===== src/rtl/sid_route_pkg.sv =====
package sid_route_pkg;

  typedef enum logic [1:0] {
    RT_FAULT  = 2'd0,
    RT_BYPASS = 2'd1,
    RT_XLATE  = 2'd2,
    RT_RSVD   = 2'd3
  } route_type_e;

  typedef enum logic [1:0] {
    ACT_BYPASS = 2'd0,
    ACT_XLATE  = 2'd1,
    ACT_ABORT  = 2'd2,
    ACT_RAZWI  = 2'd3
  } action_e;

  localparam int CFG_DATA_W  = 32;
  localparam int MASK_LSB    = 16;
  localparam int CB_LSB      = 8;
  localparam int VALID_BIT   = 31;
  localparam int CTL_ABT_BIT = 0;
  localparam int CTL_BYP_BIT = 1;

endpackage


===== src/rtl/sid_cfg_regs.sv =====
module sid_cfg_regs
  import sid_route_pkg::*;
#(
  parameter int N_ENTRIES = 16,
  parameter int ID_W      = 10,
  parameter int CB_W      = 6,
  parameter int ADDR_W    = 6,
  parameter int SPLIT_W   = 5
) (
  input  logic                            clk_i,
  input  logic                            rst_ni,
  input  logic                            we_i,
  input  logic                            wsecure_i,
  input  logic [ADDR_W-1:0]               addr_i,
  input  logic [CFG_DATA_W-1:0]           wdata_i,
  output logic [N_ENTRIES-1:0]            m_valid_o,
  output logic [N_ENTRIES-1:0][ID_W-1:0]  m_id_o,
  output logic [N_ENTRIES-1:0][ID_W-1:0]  m_mask_o,
  output logic [N_ENTRIES-1:0][1:0]       r_type_o,
  output logic [N_ENTRIES-1:0][CB_W-1:0]  r_cb_o,
  output logic                            abort_en_o,
  output logic                            miss_byp_o,
  output logic [SPLIT_W-1:0]              split_o
);

  localparam int CTL_ADDR   = 2 * N_ENTRIES;
  localparam int SPLIT_ADDR = CTL_ADDR + 1;

  logic               abort_en_q, miss_byp_q;
  logic [SPLIT_W-1:0] split_q;
  logic               unused_wdata;

  assign unused_wdata = ^wdata_i;

  // globals: secure writes only
  always_ff @(posedge clk_i or negedge rst_ni) begin
    if (!rst_ni) begin
      abort_en_q <= 1'b0;
      miss_byp_q <= 1'b0;
      split_q    <= '0;
    end else if (we_i && wsecure_i) begin
      if (addr_i == ADDR_W'(CTL_ADDR)) begin
        abort_en_q <= wdata_i[CTL_ABT_BIT];
        miss_byp_q <= wdata_i[CTL_BYP_BIT];
      end
      if (addr_i == ADDR_W'(SPLIT_ADDR)) split_q <= wdata_i[SPLIT_W-1:0];
    end
  end

  for (genvar g = 0; g < N_ENTRIES; g++) begin : g_ent
    logic            wr_ok;
    logic            v_q;
    logic [ID_W-1:0] id_q, mask_q;
    logic [1:0]      type_q;
    logic [CB_W-1:0] cb_q;

    // non-secure may only touch entries below the split
    assign wr_ok = we_i && (wsecure_i || (SPLIT_W'(g) < split_q));

    always_ff @(posedge clk_i or negedge rst_ni) begin
      if (!rst_ni) begin
        v_q    <= 1'b0;
        id_q   <= '0;
        mask_q <= '0;
      end else if (wr_ok && addr_i == ADDR_W'(g)) begin
        v_q    <= wdata_i[VALID_BIT];
        mask_q <= wdata_i[MASK_LSB +: ID_W];
        id_q   <= wdata_i[ID_W-1:0];
      end
    end

    always_ff @(posedge clk_i or negedge rst_ni) begin
      if (!rst_ni) begin
        type_q <= 2'(RT_FAULT);
        cb_q   <= '0;
      end else if (wr_ok && addr_i == ADDR_W'(N_ENTRIES + g)) begin
        type_q <= wdata_i[1:0];
        cb_q   <= wdata_i[CB_LSB +: CB_W];
      end
    end

    assign m_valid_o[g] = v_q;
    assign m_id_o[g]    = id_q;
    assign m_mask_o[g]  = mask_q;
    assign r_type_o[g]  = type_q;
    assign r_cb_o[g]    = cb_q;
  end

  assign abort_en_o = abort_en_q;
  assign miss_byp_o = miss_byp_q;
  assign split_o    = split_q;

endmodule


===== src/rtl/sid_match_array.sv =====
module sid_match_array #(
  parameter int N_ENTRIES = 16,
  parameter int ID_W      = 10,
  parameter int SPLIT_W   = 5
) (
  input  logic [ID_W-1:0]                 sid_i,
  input  logic                            secure_i,
  input  logic [SPLIT_W-1:0]              split_i,
  input  logic [N_ENTRIES-1:0]            m_valid_i,
  input  logic [N_ENTRIES-1:0][ID_W-1:0]  m_id_i,
  input  logic [N_ENTRIES-1:0][ID_W-1:0]  m_mask_i,
  output logic [N_ENTRIES-1:0]            hit_o
);

  for (genvar g = 0; g < N_ENTRIES; g++) begin : g_cmp
    logic in_set, id_eq;
    assign in_set = secure_i ? (SPLIT_W'(g) >= split_i) : (SPLIT_W'(g) < split_i);
    assign id_eq  = ((sid_i ^ m_id_i[g]) & ~m_mask_i[g]) == '0;
    assign hit_o[g] = m_valid_i[g] && in_set && id_eq;
  end

endmodule


===== src/rtl/sid_result_gen.sv =====
module sid_result_gen
  import sid_route_pkg::*;
#(
  parameter int N_ENTRIES = 16,
  parameter int CB_W      = 6
) (
  input  logic                            clk_i,
  input  logic                            rst_ni,
  input  logic                            req_valid_i,
  input  logic [N_ENTRIES-1:0]            hit_i,
  input  logic [N_ENTRIES-1:0][1:0]       r_type_i,
  input  logic [N_ENTRIES-1:0][CB_W-1:0]  r_cb_i,
  input  logic                            abort_en_i,
  input  logic                            miss_byp_i,
  output logic                            res_valid_o,
  output logic [1:0]                      res_action_o,
  output logic [CB_W-1:0]                 res_cb_o,
  output logic                            res_imprecise_o,
  output logic [1:0]                      res_hits_o
);

  logic [1:0]      hits_d, sel_type, act_d;
  logic [CB_W-1:0] sel_cb, cb_d;
  logic            fault_d, impr_d;

  // saturating count plus OR-select; select is only used on a single hit
  always_comb begin
    hits_d   = '0;
    sel_type = '0;
    sel_cb   = '0;
    for (int i = 0; i < N_ENTRIES; i++) begin
      if (hit_i[i]) begin
        if (hits_d != 2'd2) hits_d = hits_d + 2'd1;
        sel_type = sel_type | r_type_i[i];
        sel_cb   = sel_cb | r_cb_i[i];
      end
    end
  end

  always_comb begin
    fault_d = 1'b0;
    impr_d  = 1'b0;
    act_d   = ACT_BYPASS;
    cb_d    = '0;
    unique case (hits_d)
      2'd0: fault_d = !miss_byp_i;
      2'd1: begin
        if (sel_type == RT_BYPASS) act_d = ACT_BYPASS;
        else if (sel_type == RT_XLATE) begin
          act_d = ACT_XLATE;
          cb_d  = sel_cb;
        end else fault_d = 1'b1;
      end
      default: begin
        fault_d = 1'b1;
        impr_d  = 1'b1;
      end
    endcase
    if (fault_d) act_d = abort_en_i ? ACT_ABORT : ACT_RAZWI;
  end

  always_ff @(posedge clk_i or negedge rst_ni) begin
    if (!rst_ni) begin
      res_valid_o     <= 1'b0;
      res_action_o    <= '0;
      res_cb_o        <= '0;
      res_imprecise_o <= 1'b0;
      res_hits_o      <= '0;
    end else begin
      res_valid_o     <= req_valid_i;
      res_action_o    <= req_valid_i ? act_d  : '0;
      res_cb_o        <= req_valid_i ? cb_d   : '0;
      res_imprecise_o <= req_valid_i && impr_d;
      res_hits_o      <= req_valid_i ? hits_d : '0;
    end
  end

endmodule


===== src/rtl/sid_route_unit.sv =====
module sid_route_unit
  import sid_route_pkg::*;
#(
  parameter  int N_ENTRIES = 16,
  parameter  int ID_W      = 10,
  parameter  int CB_W      = 6,
  localparam int ADDR_W    = $clog2(2 * N_ENTRIES + 2),
  localparam int SPLIT_W   = $clog2(N_ENTRIES + 1)
) (
  input  logic                  clk_i,
  input  logic                  rst_ni,
  input  logic                  cfg_we_i,
  input  logic                  cfg_secure_i,
  input  logic [ADDR_W-1:0]     cfg_addr_i,
  input  logic [CFG_DATA_W-1:0] cfg_wdata_i,
  input  logic                  req_valid_i,
  input  logic                  req_secure_i,
  input  logic [ID_W-1:0]       req_sid_i,
  output logic                  res_valid_o,
  output logic [1:0]            res_action_o,
  output logic [CB_W-1:0]       res_cb_o,
  output logic                  res_imprecise_o,
  output logic [1:0]            res_hits_o
);

  logic [N_ENTRIES-1:0]            m_valid, hit;
  logic [N_ENTRIES-1:0][ID_W-1:0]  m_id, m_mask;
  logic [N_ENTRIES-1:0][1:0]       r_type;
  logic [N_ENTRIES-1:0][CB_W-1:0]  r_cb;
  logic                            abort_en, miss_byp;
  logic [SPLIT_W-1:0]              split;

  sid_cfg_regs #(
    .N_ENTRIES(N_ENTRIES), .ID_W(ID_W), .CB_W(CB_W),
    .ADDR_W(ADDR_W), .SPLIT_W(SPLIT_W)
  ) u_cfg (
    .clk_i      (clk_i),
    .rst_ni     (rst_ni),
    .we_i       (cfg_we_i),
    .wsecure_i  (cfg_secure_i),
    .addr_i     (cfg_addr_i),
    .wdata_i    (cfg_wdata_i),
    .m_valid_o  (m_valid),
    .m_id_o     (m_id),
    .m_mask_o   (m_mask),
    .r_type_o   (r_type),
    .r_cb_o     (r_cb),
    .abort_en_o (abort_en),
    .miss_byp_o (miss_byp),
    .split_o    (split)
  );

  sid_match_array #(
    .N_ENTRIES(N_ENTRIES), .ID_W(ID_W), .SPLIT_W(SPLIT_W)
  ) u_match (
    .sid_i     (req_sid_i),
    .secure_i  (req_secure_i),
    .split_i   (split),
    .m_valid_i (m_valid),
    .m_id_i    (m_id),
    .m_mask_i  (m_mask),
    .hit_o     (hit)
  );

  sid_result_gen #(
    .N_ENTRIES(N_ENTRIES), .CB_W(CB_W)
  ) u_res (
    .clk_i           (clk_i),
    .rst_ni          (rst_ni),
    .req_valid_i     (req_valid_i),
    .hit_i           (hit),
    .r_type_i        (r_type),
    .r_cb_i          (r_cb),
    .abort_en_i      (abort_en),
    .miss_byp_i      (miss_byp),
    .res_valid_o     (res_valid_o),
    .res_action_o    (res_action_o),
    .res_cb_o        (res_cb_o),
    .res_imprecise_o (res_imprecise_o),
    .res_hits_o      (res_hits_o)
  );

endmodule


===== config.mk =====
export PLATFORM = sky130hd
export DESIGN_NAME = sid_route_unit
export DESIGN_NICKNAME = d
export VERILOG_FILES = /design/src/rtl/sid_route_pkg.sv /design/src/rtl/sid_cfg_regs.sv /design/src/rtl/sid_match_array.sv /design/src/rtl/sid_result_gen.sv /design/src/rtl/sid_route_unit.sv
export SDC_FILE = /design/constraint.sdc
export NUM_CORES = 1
export LEC_CHECK = 0
export ABC_AREA = 0
export BUFFER_PORTS_ARGS = -buffer_cell sky130_fd_sc_hd__buf_2
export CORE_UTILIZATION = 40
export CTS_CLUSTER_SIZE = 24
export DETAILED_ROUTE_END_ITERATION = 10
export PLACE_DENSITY = 0.61
export SLEW_MARGIN = 0
export SYNTH_ARGS = -nofsm -noshare
export SYNTH_HDL_FRONTEND = slang
export SYNTH_SLANG_ARGS = --single-unit

===== constraint.sdc =====
create_clock -name clk_i -period 30.1 [get_ports clk_i]
set_clock_uncertainty 0.05 [all_clocks]
set_input_delay 6.02 -clock clk_i [delete_from_list [all_inputs] [get_ports clk_i]]
set_output_delay 6.02 -clock clk_i [all_outputs]
set_load 0.02 [all_outputs]

==> impl_metrics.json, run 1 <==
{
  "critPathMaxFanout": 16,
  "nNetsFinal": 1786,
  "postSynthAreaPerCell_um2": 13.3,
  "cap_violations": 0,
  "cp-start-kind": "input port",
  "syn_inst": 1699,
  "peakVddDrop_uv": 54.7,
  "synth_ff_type": "dfrtp_1",
  "cts.clk_slew.worst_paths_ns": 0.06,
  "ys_ff_latch": 483,
  "drtPass1Iterations": 5,
  "cts_sinks": 483,
  "fmaxAchievable_mhz": 57.7,
  "crit_arrival_ns": 17.80,
  "power_density_nw_per_um2": 59.7,
  "yosys-top-cells-count": "dfrtp_1 (483), mux2_2 (473), xnor2_1 (161)",
  "synth_compound_area_share_pct": 7.03,
  "fillers": 5008,
  "cts_buffers": 50,
  "reg2reg_slack_ns": 17.73,
  "grt_max_degree": 176,
  "period_minus_slack_ns": 17.33,
  "cts_tree": "done",
  "hpwl_um": 36700,
  "grt_pass1_wl_um": 92600,
  "io_buffer_count": 58,
  "yosys-top-cells-area": "dfrtp_1 (54%), mux2_2 (24%), xnor2_1 (6.3%)",
  "synth_edf_count": 0,
  "dieArea_um2": 57400,
  "status": "finished, final reports clean",
  "grt_pass1_vias": 14700,
  "core_area_um2": 55400,
  "viasPerCell": 5.66,
  "yosysSeqAreaShare_pct": 53.6,
  "initial_utilization_pct": 40.7,
  "async_reset_ff_share_pct": 100,
  "finalSetupViolCount": 0,
  "relSlewSlack_pct": 16.9,
  "cts_buffer_depth": 3,
  "crit_path_end_kind": "register",
  "pin_count": 66,
  "yosysTopAreaCellShare_pct": 53.6,
  "synth_fa_ha_area_share_pct": 0.998,
  "p_leak_nw": 11.4,
  "crit_top_cell": "ha_1",
  "dp_cells": 2410,
  "antenna_found_initial": 4,
  "ctsResizeCount": 0,
  "synth_warnings": 0,
  "die_w_um": 239,
  "cts_root_buf": "clkbuf_16",
  "drt_iter0_drc": 1078,
  "vias": 14200,
  "drt_wl_total_um": 60700,
  "synth_cell_types": 78,
  "critical-path-slowest-cell": "buf_2",
  "crit_family": "adder cells",
  "die_y_um": 239,
  "ant_nets": 0,
  "synthMostInstantiatedCell": "dfrtp_1",
  "tightest_slew_ns": 1.24,
  "grtUsageTotal_pct": 21.7,
  "critical_path_class": "input port to register",
  "drv_slew": 0,
  "required_ns": 30.57,
  "synth_nets": 1771,
  "synthMuxAreaShare_pct": 24.0,
  "synth_top_family_by_area": "multiplexers",
  "cts_htree_levels": 2,
  "synth_xor_area_share_pct": 6.60,
  "yosys.area_share.simple_pct": 5.04,
  "finalSetupTns_ns": 0,
  "drc_errors": 0,
  "fin_cells": 2502,
  "grt_overflow": 0,
  "rsz0062_at_grt": "false",
  "min_path_type": "register to register",
  "finalWeightedCongestion": 0.858,
  "rows": 86,
  "routedWlPerCell_um": 24.2,
  "fin_crit_sh_pct": 57.6,
  "ctsHoldBuffers": 0,
  "drive_gt1_share_pct": 38.4,
  "synth_top_cell_by_area": "dfrtp_1",
  "netlist_area_um2": 22600,
  "path_buf_inv": 9,
  "clk-insertion-delay-late_ns": 0.63,
  "cts_setup_buffers": 0,
  "timing_hold_violations_final": 0,
  "cpPeakStageDelay_ns": 0.58,
  "areaGrowthSynthToFinish_pct": 11.6
}
-- flip-flops by register name, summed over array words and instances, names as in the netlist --
register	count
u_cfg.abort_en_o	1
u_cfg.g_ent.v_q	16
u_res.res_hits_o	2
u_cfg.miss_byp_o	1
u_cfg.g_ent.id_q	160
u_res.res_cb_o	6
u_cfg.g_ent.cb_q	96
u_res.res_valid_o	1
u_cfg.g_ent.mask_q	160
u_cfg.g_ent.type_q	32
u_res.res_action_o	2
u_res.res_imprecise_o	1
u_cfg.split_o	5
-- stage by stage --
| stage | hold slack [ns] | total power [mW] | cell area (um^2) | utilization (%) | setup WS, ns |
|---|---|---|---|---|---|
| 4_1_cts | 0.454 | 1.52 | 25200 | 45.4 | 12.87 |
| 5_1_grt | 0.467 | 1.56 | 25200 | 45.4 | 11.94 |
| 6_report | 0.453 | 1.50 | 25200 | 45.4 | 12.77 |
| 2_1_floorplan | 0.420 | 0.845 | 22600 | - | 13.85 |
| 3_5_place_dp | 0.439 | 0.902 | 23500 | 42.5 | 12.31 |
| 3_3_place_gp | 0.429 | 0.894 | 23500 | 42.5 | 12.41 |
-- cell families after synthesis --
kind of cell,after synthesis
AO/OA/AOI/OAI,215
XOR/XNOR,170
adder cells (fa/ha/maj),18
buffers and inverters,140
flip-flops,483
multiplexers,481
AND/OR/NAND/NOR,192
-- layer usage --
layer	GRT usage (%)	part of all wire, %
met3	3.30	5.5
met2	33.8	45
met5	0	0
met1	31.2	47
met4	6.59	2.3
-- worst reg2reg max path: cells and delay by family, from the launching register on --
family	cells	cell delay (ns)
fa+ha+maj	14	3.88
compound gates	16	2.93
simple gates	13	2.72
mux	5	1.09
buf+inv	8	0.86
flops	1	0.62
xor+xnor	1	0.13
-- area by class of cell --
type	instances	area (um^2)	area share, %
Sequential cell	483	12100	48.0
Multi-Input combinational cell	1076	9940	39.5
Clock buffer	75	1440	5.70
Tap cell	748	936	3.72
Timing Repair Buffer	85	515	2.05
Clock inverter	15	188	0.746
Inverter	18	67.6	0.268
Antenna cell	2	5.00	0.0199
-- final timing paths --
check,start,to,cells after the start
min reg2reg,u_cfg.g_ent[2].mask_q[0],u_cfg.g_ent[2].mask_q[0],1
min in group asynchronous,rst_ni,u_res.res_cb_o[2],1
min,u_cfg.g_ent[2].mask_q[0],u_cfg.g_ent[2].mask_q[0],1
max,req_sid_i[0],u_res.res_cb_o[4],57
max in group asynchronous,rst_ni,u_cfg.g_ent[10].mask_q[1],4
max reg2reg,u_cfg.split_o[4],u_res.res_cb_o[4],57
-- cell usage in the layout, fill, tap and decap left out, drive strengths merged, types with 3 or more instances in the layout --
cell type | synthesis | layout
dfrtp | 483 | 483
mux2 | 475 | 475
xnor2 | 161 | 161
buf | 47 | 85
clkbuf | 75 | 75
o22ai | 65 | 65
nor2 | 46 | 46
o21ai | 30 | 30
nand2 | 22 | 22
inv | 18 | 22
nor4 | 19 | 19
ha | 18 | 18
a221oi | 16 | 16
a21oi | 16 | 16
a222oi | 14 | 14
a22o | 14 | 14
nor3 | 13 | 13
a22oi | 12 | 12
and3 | 11 | 11
and2 | 11 | 11
nand3 | 10 | 10
xor2 | 9 | 9
clkinv | 0 | 9
or2 | 9 | 9
or4 | 8 | 8
o21a | 7 | 7
nand2b | 7 | 7
and4 | 7 | 7
or3 | 6 | 6
mux2i | 6 | 6
nor3b | 5 | 5
nand4 | 5 | 5
o31ai | 5 | 5
nand4b | 4 | 4
a31oi | 4 | 4
o2111ai | 3 | 3
o211a | 3 | 3
nor2b | 3 | 3
-- power breakdown --
| part | total (mW) | internal, mW | leakage [nW] | switching [mW] |
|---|---|---|---|---|
| logic | 0.154 | 0.0741 | 4.03 | 0.0796 |
| clock network | 0.613 | 0.350 | 0.799 | 0.264 |
| registers | 0.735 | 0.703 | 6.57 | 0.0317 |
No activity file was read; power rests on OpenSTA's default activity.
==> run 2: changes to the inputs <==
Clock period 30.1 ns to 16.8 ns, I/O delays scaled along.
==> run 2 against run 1 <==
Net effect:
- die area unchanged
- total power up 83%
- via count down 0.57%
- highest routed layer is now met5
- critical path depth down 2
- wire length up 0.12%
- sequential power up 80%
- largest power group unchanged
- worst hold slack worse by 0.0065 ns
- utilization up 0.27 points
- cell count up 0.32%
==> impl_metrics.json, run 2 (same netlist as run 1, synthesis figures left out) <==
{
  "status": "finished, final reports clean",
  "cts_setup_buffers": 0,
  "finalWeightedCongestion": 0.888,
  "cts_htree_levels": 2,
  "fin_util_pct": 45.7,
  "grt_overflow": 0,
  "nNetsFinal": 1792,
  "cts.clk_slew.worst_paths_ns": 0.06,
  "ctsResizeCount": 0,
  "rows": 86,
  "cp-start-kind": "input port",
  "cts_root_buf": "clkbuf_16",
  "critical_path_class": "input port to register",
  "cts_buffer_depth": 3,
  "cts_sinks": 483,
  "placed_area_um2": 23600,
  "grt_pass1_vias": 14600,
  "p_total_mw": 2.75,
  "fillers": 4941,
  "required_ns": 17.26,
  "cap_violations": 0,
  "drv_slew": 0,
  "finalSetupViolCount": 0,
  "p_switching_mw": 0.668,
  "drtPass1Iterations": 7,
  "crit_arrival_ns": 14.96,
  "grt_use_met2_pct": 33.5,
  "p_leak_nw": 11.5,
  "switching_share_pct": 24.3,
  "tightest_slew_ns": 1.21,
  "io_buffer_count": 58,
  "grt_pass1_wl_um": 91800,
  "layout_common_cells": "dfrtp_1 (483), mux2_2 (473), xnor2_1 (161)",
  "rsz0062_at_grt": "false",
  "fmaxAchievable_mhz": 69.0,
  "cpPeakStageDelay_ns": 0.58,
  "top_usage_layer": "met2",
  "drt_wl_total_um": 60700,
  "grt_max_degree": 105,
  "ctsHoldBuffers": 0,
  "die_y_um": 239,
  "top_regs": "u_cfg.g_ent.id_q: 160 flops, u_cfg.g_ent.mask_q: 160 flops, u_cfg.g_ent.cb_q: 96 flops",
  "routedWlPerCell_um": 24.2,
  "grtUsageMet1_pct": 30.7,
  "initial_utilization_pct": 40.7,
  "antenna_found_initial": 6,
  "power_density_nw_per_um2": 109,
  "drc_errors": 0,
  "comb_power_share_pct": 10.1,
  "dieArea_um2": 57400,
  "relSlewSlack_pct": 19.1,
  "min_path_type": "register to register",
  "ant_nets": 0,
  "fin_area_um2": 25300,
  "drt_iter0_drc": 974,
  "areaGrowthSynthToFinish_pct": 12.2,
  "met3_usage_pct": 3.42,
  "grtUsageTotal_pct": 21.6,
  "critical-path-slowest-cell": "or4_1",
  "fin_crit_sh_pct": 86.3,
  "core_area_um2": 55400,
  "final_common_cell": "dfrtp_1",
  "critPathMaxFanout": 12,
  "cts_tree": "done",
  "fin_hold_ws_ns": 0.446,
  "hpwl_um": 37900,
  "timing_hold_violations_final": 0,
  "finalSetupTns_ns": 0,
  "vias": 14100,
  "p_clk_share_pct": 42.1,
  "drive_gt1_share_pct": 38.9,
  "crit_path_end_kind": "register",
  "cts_buffers": 50,
  "period_minus_slack_ns": 14.49,
  "viasPerCell": 5.61,
  "die_w_um": 239,
  "pin_count": 66,
  "peakVddDrop_uv": 101,
  "p_int_mw": 2.09,
  "pwr-share-seq_pct": 47.8,
  "clk-insertion-delay-late_ns": 0.61,
  "crit_top_cell": "ha_1"
}
==> run 2: cell count changes in the layout (fill, tap and decap cells not counted), sizes merged <==
cell and change:
clkbuf -2, bufinv +3, diode +1, clkinvlp +1, buf +6, inv -4
clkinv +3
==> run 2: power by group through the flow <==
stage / sequential, mW / clock (mW) / combinational, mW
global placement: 1.33 / 0 / 0.272
detailed placement: 1.34 / 0 / 0.280
global route: 1.33 / 1.23 / 0.302
finish: 1.32 / 1.16 / 0.278
CTS: 1.32 / 1.18 / 0.281
floorplan: 1.32 / 0 / 0.194
==> run 2: layout make-up <==
class	instances	area (um^2)	area share [%]
clock buffers	73	1490	5.88
clock inverters	18	243	0.959
inverters	18	67.6	0.267
well taps	748	936	3.70
diodes	3	7.51	0.0296
flip-flops and latches	483	12100	47.7
repair buffers	91	548	2.16
multi-input cells	1076	9940	39.3
==> run 2: path summary, 6_finish.rpt <==
check,startpoint,to,slack (ns),cells past startpoint
worst min register to register,u_cfg.g_ent[14].mask_q[5],u_cfg.g_ent[14].mask_q[5],0.45,1
worst max register to register,u_cfg.split_o[4],u_res.res_cb_o[3],4.52,55
worst max-delay path,req_sid_i[8],u_res.res_cb_o[3],2.31,55
min in group asynchronous,rst_ni,u_res.res_cb_o[2],2.76,1
worst min-delay path,u_cfg.g_ent[14].mask_q[5],u_cfg.g_ent[14].mask_q[5],0.45,1
max in group asynchronous,rst_ni,u_cfg.g_ent[6].id_q[8],11.41,3
==> run 2: stage by stage <==
stage,cells,setup WS [ns]
6_report,2510,2.31
5_1_grt,2509,1.66
4_1_cts,2507,2.36
3_5_place_dp,2416,1.76
3_3_place_gp,2416,2.03
2_1_floorplan,1699,3.21
==> run 2: worst max-delay path, delay by kind of cell <==
kind,cells,cell delay (ns)
compound gates,16,2.94
xor+xnor,1,0.19
buf+inv,7,1.24
simple gates,11,2.09
fa+ha+maj,14,3.81
mux,6,1.30
==> run 2: layer usage <==
layer / up-vias / share of wire (%) / routed length (um)
met3: 102 / 4.6 / 2770
met1: 7411 / 47 / 28800
met4: 4 / 2.7 / 1650
met2: 350 / 45 / 27500
met5: - / 0.040 / 24
li1: 6207 / - / -
